### config.mk
export PLATFORM = sky130hd
export DESIGN_NAME = owr_responder
export DESIGN_NICKNAME = d
export VERILOG_FILES = /design/src/rtl/owr_pkg.sv /design/src/rtl/owr_sync.sv /design/src/rtl/owr_meter.sv /design/src/rtl/owr_seq.sv /design/src/rtl/owr_responder.sv
export SDC_FILE = /design/constraint.sdc
export NUM_CORES = 1
export LEC_CHECK = 0
export BUFFER_PORTS_ARGS = -buffer_cell sky130_fd_sc_hd__buf_2
export CAP_MARGIN = 30
export CORE_UTILIZATION = 50
export CTS_CLUSTER_DIAMETER = 30
export DETAILED_ROUTE_END_ITERATION = 8
export PLACE_DENSITY_LB_ADDON = 0.25
export SLEW_MARGIN = 25
export SYNTH_ARGS = -nofsm -noshare
export SYNTH_HDL_FRONTEND = slang
export SYNTH_SLANG_ARGS = --single-unit
### constraint.sdc
create_clock -name clk -period 2.7 [get_ports clk]
set_clock_uncertainty 0.05 [all_clocks]
set_input_delay 0 -clock clk [delete_from_list [all_inputs] [get_ports clk]]
set_output_delay 0 -clock clk [all_outputs]
set_load 0.05 [all_outputs]
### src/rtl/owr_pkg.sv
package owr_pkg;

  typedef enum logic [1:0] {
    RK_NONE    = 2'd0,
    RK_KEEP_OD = 2'd1,
    RK_UNDET   = 2'd2,
    RK_STD     = 2'd3
  } rst_kind_e;

  typedef enum logic [1:0] {
    SQ_IDLE = 2'd0,
    SQ_WAIT = 2'd1,
    SQ_PRES = 2'd2,
    SQ_REC  = 2'd3
  } seq_st_e;

  // Classify a finished low pulse of len ticks at the current speed.
  function automatic rst_kind_e classify_low(
    input int unsigned len,
    input logic        od,
    input int unsigned std_min,
    input int unsigned od_max,
    input int unsigned od_min
  );
    rst_kind_e k;
    if (len >= std_min)              k = RK_STD;
    else if (od && (len > od_max))   k = RK_UNDET;
    else if (od && (len >= od_min))  k = RK_KEEP_OD;
    else                             k = RK_NONE;
    return k;
  endfunction

  // Select a phase length for the active speed.
  function automatic int unsigned phase_len(
    input logic        od,
    input int unsigned std_v,
    input int unsigned od_v
  );
    return od ? od_v : std_v;
  endfunction

endpackage

### src/rtl/owr_sync.sv
module owr_sync (
  input  logic clk,
  input  logic rst_n,
  input  logic bus_in,
  output logic line,
  output logic rise
);
  logic s1, s2, line_d;

  always_ff @(posedge clk or negedge rst_n) begin
    if (!rst_n) begin
      s1     <= 1'b1;
      s2     <= 1'b1;
      line_d <= 1'b1;
    end else begin
      s1     <= bus_in;
      s2     <= s1;
      line_d <= s2;
    end
  end

  assign line = s2;
  assign rise = s2 & ~line_d;
endmodule

### src/rtl/owr_meter.sv
module owr_meter
  import owr_pkg::*;
#(
  parameter int unsigned CW            = 10,
  parameter int unsigned STD_RST_US    = 480,
  parameter int unsigned OD_RST_MAX_US = 80,
  parameter int unsigned OD_RST_MIN_US = 48
) (
  input  logic      clk,
  input  logic      rst_n,
  input  logic      en,
  input  logic      line,
  input  logic      rise,
  input  logic      tick,
  input  logic      od,
  output rst_kind_e kind
);
  logic [CW-1:0] low_cnt;

  always_ff @(posedge clk or negedge rst_n) begin
    if (!rst_n)
      low_cnt <= '0;
    else if (!en || rise)
      low_cnt <= '0;
    else if (!line && tick && (low_cnt != {CW{1'b1}}))
      low_cnt <= low_cnt + CW'(1);
  end

  always_comb begin
    if (rise)
      kind = classify_low(32'(low_cnt), od, STD_RST_US, OD_RST_MAX_US, OD_RST_MIN_US);
    else
      kind = RK_NONE;
  end
endmodule

### src/rtl/owr_seq.sv
module owr_seq
  import owr_pkg::*;
#(
  parameter int unsigned TW      = 7,
  parameter int unsigned STD_PDH = 30,
  parameter int unsigned STD_PDL = 120,
  parameter int unsigned STD_REC = 5,
  parameter int unsigned OD_PDH  = 3,
  parameter int unsigned OD_PDL  = 12,
  parameter int unsigned OD_REC  = 2
) (
  input  logic      clk,
  input  logic      rst_n,
  input  logic      tick,
  input  logic      line,
  input  rst_kind_e kind,
  input  logic      od_req,
  output logic      pull_low,
  output logic      od_mode,
  output logic      speed_unknown,
  output logic      slot_ready,
  output logic      idle,
  output logic      rst_evt
);
  seq_st_e       st;
  logic [TW-1:0] tcnt;
  logic [TW-1:0] last_cnt;
  logic          phase_done;

  assign idle    = (st == SQ_IDLE);
  assign rst_evt = idle && (kind != RK_NONE);

  always_comb begin
    unique case (st)
      SQ_WAIT: last_cnt = TW'(phase_len(od_mode, STD_PDH, OD_PDH) - 1);
      SQ_PRES: last_cnt = TW'(phase_len(od_mode, STD_PDL, OD_PDL) - 1);
      SQ_REC:  last_cnt = TW'(phase_len(od_mode, STD_REC, OD_REC) - 1);
      default: last_cnt = '0;
    endcase
  end

  assign phase_done = tick && (tcnt == last_cnt);

  always_ff @(posedge clk or negedge rst_n) begin
    if (!rst_n) begin
      st            <= SQ_IDLE;
      tcnt          <= '0;
      od_mode       <= 1'b0;
      speed_unknown <= 1'b0;
      slot_ready    <= 1'b0;
    end else begin
      slot_ready <= 1'b0;
      unique case (st)
        SQ_IDLE: begin
          tcnt <= '0;
          if (rst_evt) begin
            st <= SQ_WAIT;
            unique case (kind)
              RK_STD:     begin od_mode <= 1'b0; speed_unknown <= 1'b0; end
              RK_UNDET:   begin od_mode <= 1'b0; speed_unknown <= 1'b1; end
              RK_KEEP_OD: begin speed_unknown <= 1'b0; end
              default:    ;
            endcase
          end else if (od_req) begin
            od_mode <= 1'b1;
          end
        end
        SQ_WAIT: begin
          if (!line) begin
            st   <= SQ_IDLE;
            tcnt <= '0;
          end else if (phase_done) begin
            st   <= SQ_PRES;
            tcnt <= '0;
          end else if (tick) begin
            tcnt <= tcnt + TW'(1);
          end
        end
        SQ_PRES: begin
          if (phase_done) begin
            st   <= SQ_REC;
            tcnt <= '0;
          end else if (tick) begin
            tcnt <= tcnt + TW'(1);
          end
        end
        SQ_REC: begin
          if (phase_done) begin
            st         <= SQ_IDLE;
            tcnt       <= '0;
            slot_ready <= 1'b1;
          end else if (tick) begin
            tcnt <= tcnt + TW'(1);
          end
        end
        default: st <= SQ_IDLE;
      endcase
    end
  end

  assign pull_low = (st == SQ_PRES);
endmodule

### src/rtl/owr_responder.sv
module owr_responder
  import owr_pkg::*;
#(
  parameter int unsigned STD_RST_US    = 480,
  parameter int unsigned OD_RST_MAX_US = 80,
  parameter int unsigned OD_RST_MIN_US = 48,
  parameter int unsigned STD_PDH       = 30,
  parameter int unsigned STD_PDL       = 120,
  parameter int unsigned STD_REC       = 5,
  parameter int unsigned OD_PDH        = 3,
  parameter int unsigned OD_PDL        = 12,
  parameter int unsigned OD_REC        = 2
) (
  input  logic clk,
  input  logic rst_n,
  input  logic tick_us,
  input  logic bus_in,
  input  logic od_req,
  output logic pull_low,
  output logic od_mode,
  output logic speed_unknown,
  output logic slot_ready
);
  localparam int unsigned CW    = $clog2(STD_RST_US + 1) + 1;
  localparam int unsigned TMAX1 = (STD_PDH > STD_PDL) ? STD_PDH : STD_PDL;
  localparam int unsigned TMAX  = (TMAX1 > STD_REC) ? TMAX1 : STD_REC;
  localparam int unsigned TW    = $clog2(TMAX + 1);

  logic      line;
  logic      rise;
  logic      idle;
  logic      rst_evt;
  rst_kind_e rst_kind;

  owr_sync u_sync (
    .clk    (clk),
    .rst_n  (rst_n),
    .bus_in (bus_in),
    .line   (line),
    .rise   (rise)
  );

  owr_meter #(
    .CW            (CW),
    .STD_RST_US    (STD_RST_US),
    .OD_RST_MAX_US (OD_RST_MAX_US),
    .OD_RST_MIN_US (OD_RST_MIN_US)
  ) u_meter (
    .clk   (clk),
    .rst_n (rst_n),
    .en    (idle),
    .line  (line),
    .rise  (rise),
    .tick  (tick_us),
    .od    (od_mode),
    .kind  (rst_kind)
  );

  owr_seq #(
    .TW      (TW),
    .STD_PDH (STD_PDH),
    .STD_PDL (STD_PDL),
    .STD_REC (STD_REC),
    .OD_PDH  (OD_PDH),
    .OD_PDL  (OD_PDL),
    .OD_REC  (OD_REC)
  ) u_seq (
    .clk           (clk),
    .rst_n         (rst_n),
    .tick          (tick_us),
    .line          (line),
    .kind          (rst_kind),
    .od_req        (od_req),
    .pull_low      (pull_low),
    .od_mode       (od_mode),
    .speed_unknown (speed_unknown),
    .slot_ready    (slot_ready),
    .idle          (idle),
    .rst_evt       (rst_evt)
  );
endmodule

==> impl_metrics.sql <==
INSERT INTO impl_metrics (metric_group, metric, value, unit) VALUES
('run_status', 'result_of_the_run', 'finished clean', ''),
('timing', 'worst_slew_pin_slew', '0.5533', 'ns'),
('synthesis', 'edff_count_synth', '0', ''),
('clock_network', 'clock_tree.buffer_depth', '2', ''),
('timing', 'finalHoldViolCount', '0', ''),
('global_route', 'gr_util_all_layers', '20.75', '%'),
('routing', 'avgViaCountPerCell', '5.712', ''),
('routing', 'num_vias', '1091', ''),
('routing', 'drc_errors', '0', ''),
('critical_path', 'crit-reg2reg-launch', 'u_seq.st[0]', ''),
('critical_path', 'critical_path.cell_chain', 'or3b_1 -> a21oi_2 -> o211ai_2 -> or4_4 -> mux2_4', ''),
('synthesis', 'most_used_dff_post_synth', 'dfrtp_1', ''),
('timing', 'period_utilisation_layout', '83.48', '%'),
('hold_path', 'holdCritPathClass', 'in -> async', ''),
('clock_network', 'clk_pin_slew', '0.13', 'ns'),
('flow_run', 'drv.max_cap_violation_count', '0', ''),
('routing', 'drt_iter0_drc', '25', ''),
('timing', 'peak_clock_frequency_supported_by_timing', '443.7', 'MHz'),
('floorplanning', 'dieWidth', '55.15', 'µm'),
('routing', 'wirelength', '2.724', 'mm'),
('synthesis', 'synth.area.mux_share', '2.480', '%'),
('clock_network', 'tritoncts', 'yes', ''),
('critical_path', 'cp-start-kind', 'flop', ''),
('clock_network', 'post_cts_resize_count', '0', ''),
('placement', 'gp_congestion', '0.8128', ''),
('timing', 'rsz_0062_raised_after_global_routing', 'false', ''),
('synthesis', 'post_synth_num_cell_types', '43', ''),
('synthesis', 'ys_seq_elements', '25', ''),
('critical_path', 'regToRegSetupSlack', '0.45', 'ns'),
('synthesis', 'yosys.area_share.simple', '24.45', '%'),
('timing', 'post_layout_minimum_cycle_time', '2.254', 'ns'),
('power_and_ir_drop', 'pwr_density_cell', '644.0', 'nW/µm²'),
('synthesis', 'syn-num-nets', '157', ''),
('clock_network', 'cts_post_setup_buffers_inserted', '0', ''),
('critical_path', 'timing.critical_path.required', '2.87', 'ns'),
('cells_and_area', 'final_layout_size_suffix_gt1_share', '13.66', '%'),
('synthesis', 'synth_adder_area_share', '2.657', '%'),
('cells_and_area', 'layout_commonest_cell', 'nor2_1', ''),
('synthesis', 'netlist_area', '1413', 'µm²'),
('synthesis', 'number_of_cells_produced_by_synthesis', '149', ''),
('synthesis', 'synth-compound-area-share', '11.96', '%'),
('cells_and_area', 'layout_common_cells', 'nor2_1, dfrtp_1, xor2_1', ''),
('critical_path', 'timing.critical_path.to_type', 'flop', ''),
('synthesis', 'ys_warn_count', '0', ''),
('synthesis', 'synthesis.area_per_instance', '9.481', 'µm²'),
('clock_network', 'worstSkewPairLatency', '0.31', 'ns'),
('power_and_ir_drop', 'max-vdd-ir-drop', '489.2', 'µV'),
('timing', 'worst_hold_margin', '0.1523', 'ns'),
('cells_and_area', 'nNetsFinal', '170', ''),
('critical_path', 'critical-path-max-stage-delay', '0.56', 'ns'),
('synthesis', 'ys_seq_area_share', '44.55', '%'),
('clock_network', 'cts_inserted_buffers', '3', ''),
('synthesis', 'synth_top_family_by_area', 'simple AND/OR/NAND/NOR gates', ''),
('floorplanning', 'die-area', '3042', 'µm²'),
('global_route', 'globalRoute.totalOverflow', '0', ''),
('timing', 'drv_slew', '0', ''),
('placement', 'dp_hpwl', '1.920', 'mm'),
('floorplanning', 'initial_utilization', '55.02', '%'),
('routing', 'route.antenna.remaining_nets', '0', ''),
('critical_path', 'worstPathMaxFanout', '12', ''),
('critical_path', 'rr_worst_depth', '5', ''),
('placement', 'io_buffer_count', '8', ''),
('timing', 'final.setup.tns', '0', 'ns'),
('clock_network', 'clkSinkCount', '25', ''),
('timing', 'relSlewSlack', '63.11', '%'),
('floorplanning', 'chipHeight', '55.15', 'µm'),
('floorplanning', 'design.core.area', '2567', 'µm²'),
('cells_and_area', 'antennaDiodeCount', '0', ''),
('clock_network', 'cts.root.buffer_cell', 'clkbuf_4', ''),
('synthesis', 'post_synth_xor_area_fraction', '10.54', '%'),
('routing', 'drtPass1Iterations', '4', '');
flip-flops by register name, summed over array words and instances, names as in the netlist, named ones only:
signal	cells
u_meter.low_cnt	10
u_seq.od_mode	1
u_seq.slot_ready	1
u_seq.speed_unknown	1
u_seq.st	1
u_seq.tcnt	7
u_sync.line	1
u_sync.line_d	1
u_sync.s1	1
power by group:
part	switching (µW)	internal (µW)	total, µW
clock	109	57.7	167
combinational	195	151	346
sequential	68.2	410	478
cell type report:
type,instances,area (µm²)
well taps,30,37.54
clock buffers,4,26.28
flip-flops and latches,25,629.4
repair buffers,13,87.58
fillers,240,1028
multi-input cells,113,735.7
inverters,6,22.52
layer usage:
layer | global-route usage [%] | vias to the layer above | part of all wire (%)
li1 | - | 538 | -
met1 | 25.17 | 536 | 46
met2 | 36.75 | 13 | 50
met3 | 2.459 | 4 | 2.2
met4 | 8.750 | 0 | 1.4
met5 | 0 | - | 0
logic make-up (layout without fill, tap and decap cells):
family / after synthesis / in the layout
AOI/OAI and AO/OA: 21 / 21
xor gates and xnor gates: 17 / 17
adders and majority gates: 3 / 3
DFF: 25 / 25
muxes: 3 / 3
buffers and inverters: 11 / 23
and+or+nand+nor: 69 / 69
worst max path at each step:
| stage | slack [ns] | cells past startpoint | to | start |
|---|---|---|---|---|
| 5_1_grt | 0.37 | 5 | flop | u_seq.st[0] |
| 6_report | 0.45 | 5 | flop | u_seq.st[0] |
| 2_1_floorplan | 0.48 | 5 | flop | u_seq.od_mode |
| 4_1_cts | 0.46 | 5 | flop | u_seq.st[0] |
| 3_5_place_dp | 0.48 | 5 | flop | u_seq.st[0] |
| 3_3_place_gp | 0.54 | 5 | flop | u_seq.st[0] |
stage by stage:
stage / cell area (µm²) / power [µW] / util (%) / std cells
2_1_floorplan: 1413 / 745.0 / - / 149
3_3_place_gp: 1473 / 809.6 / 57.36 / 183
3_5_place_dp: 1473 / 828.0 / 57.36 / 183
4_1_cts: 1539 / 1003 / 59.94 / 191
5_1_grt: 1539 / 1059 / 59.94 / 191
6_report: 1539 / 991.1 / 59.94 / 191
critical path: cells and delay by family (launching register included):
kind,cells,cell delay [ns]
AND/OR/NAND/NOR,2,0.95
flip-flops,1,0.56
multiplexers,1,0.31
AO/OA/AOI/OAI,2,0.29
synthesized netlist by cell type, drive strengths merged (3+ instances only):
cell type  instances  area, µm²
a21oi              5      28.78
buf                3      17.52
dfrtp             22      550.5
dfstp              3      78.83
ha                 3      37.54
inv                6      22.52
nand2             10      37.54
nand2b             5      31.28
nand3              5      25.02
nand4              5      31.28
nor2              28      105.1
nor2b              4      25.02
xnor2              6      52.55
xor2              11      96.34
timing repair:
item	4_1_cts	5_1_grt
hold buffers	4	0
hold endpoints to repair	29	0
setup endpoints to repair	0	0
(Power assumes the default switching activity.)
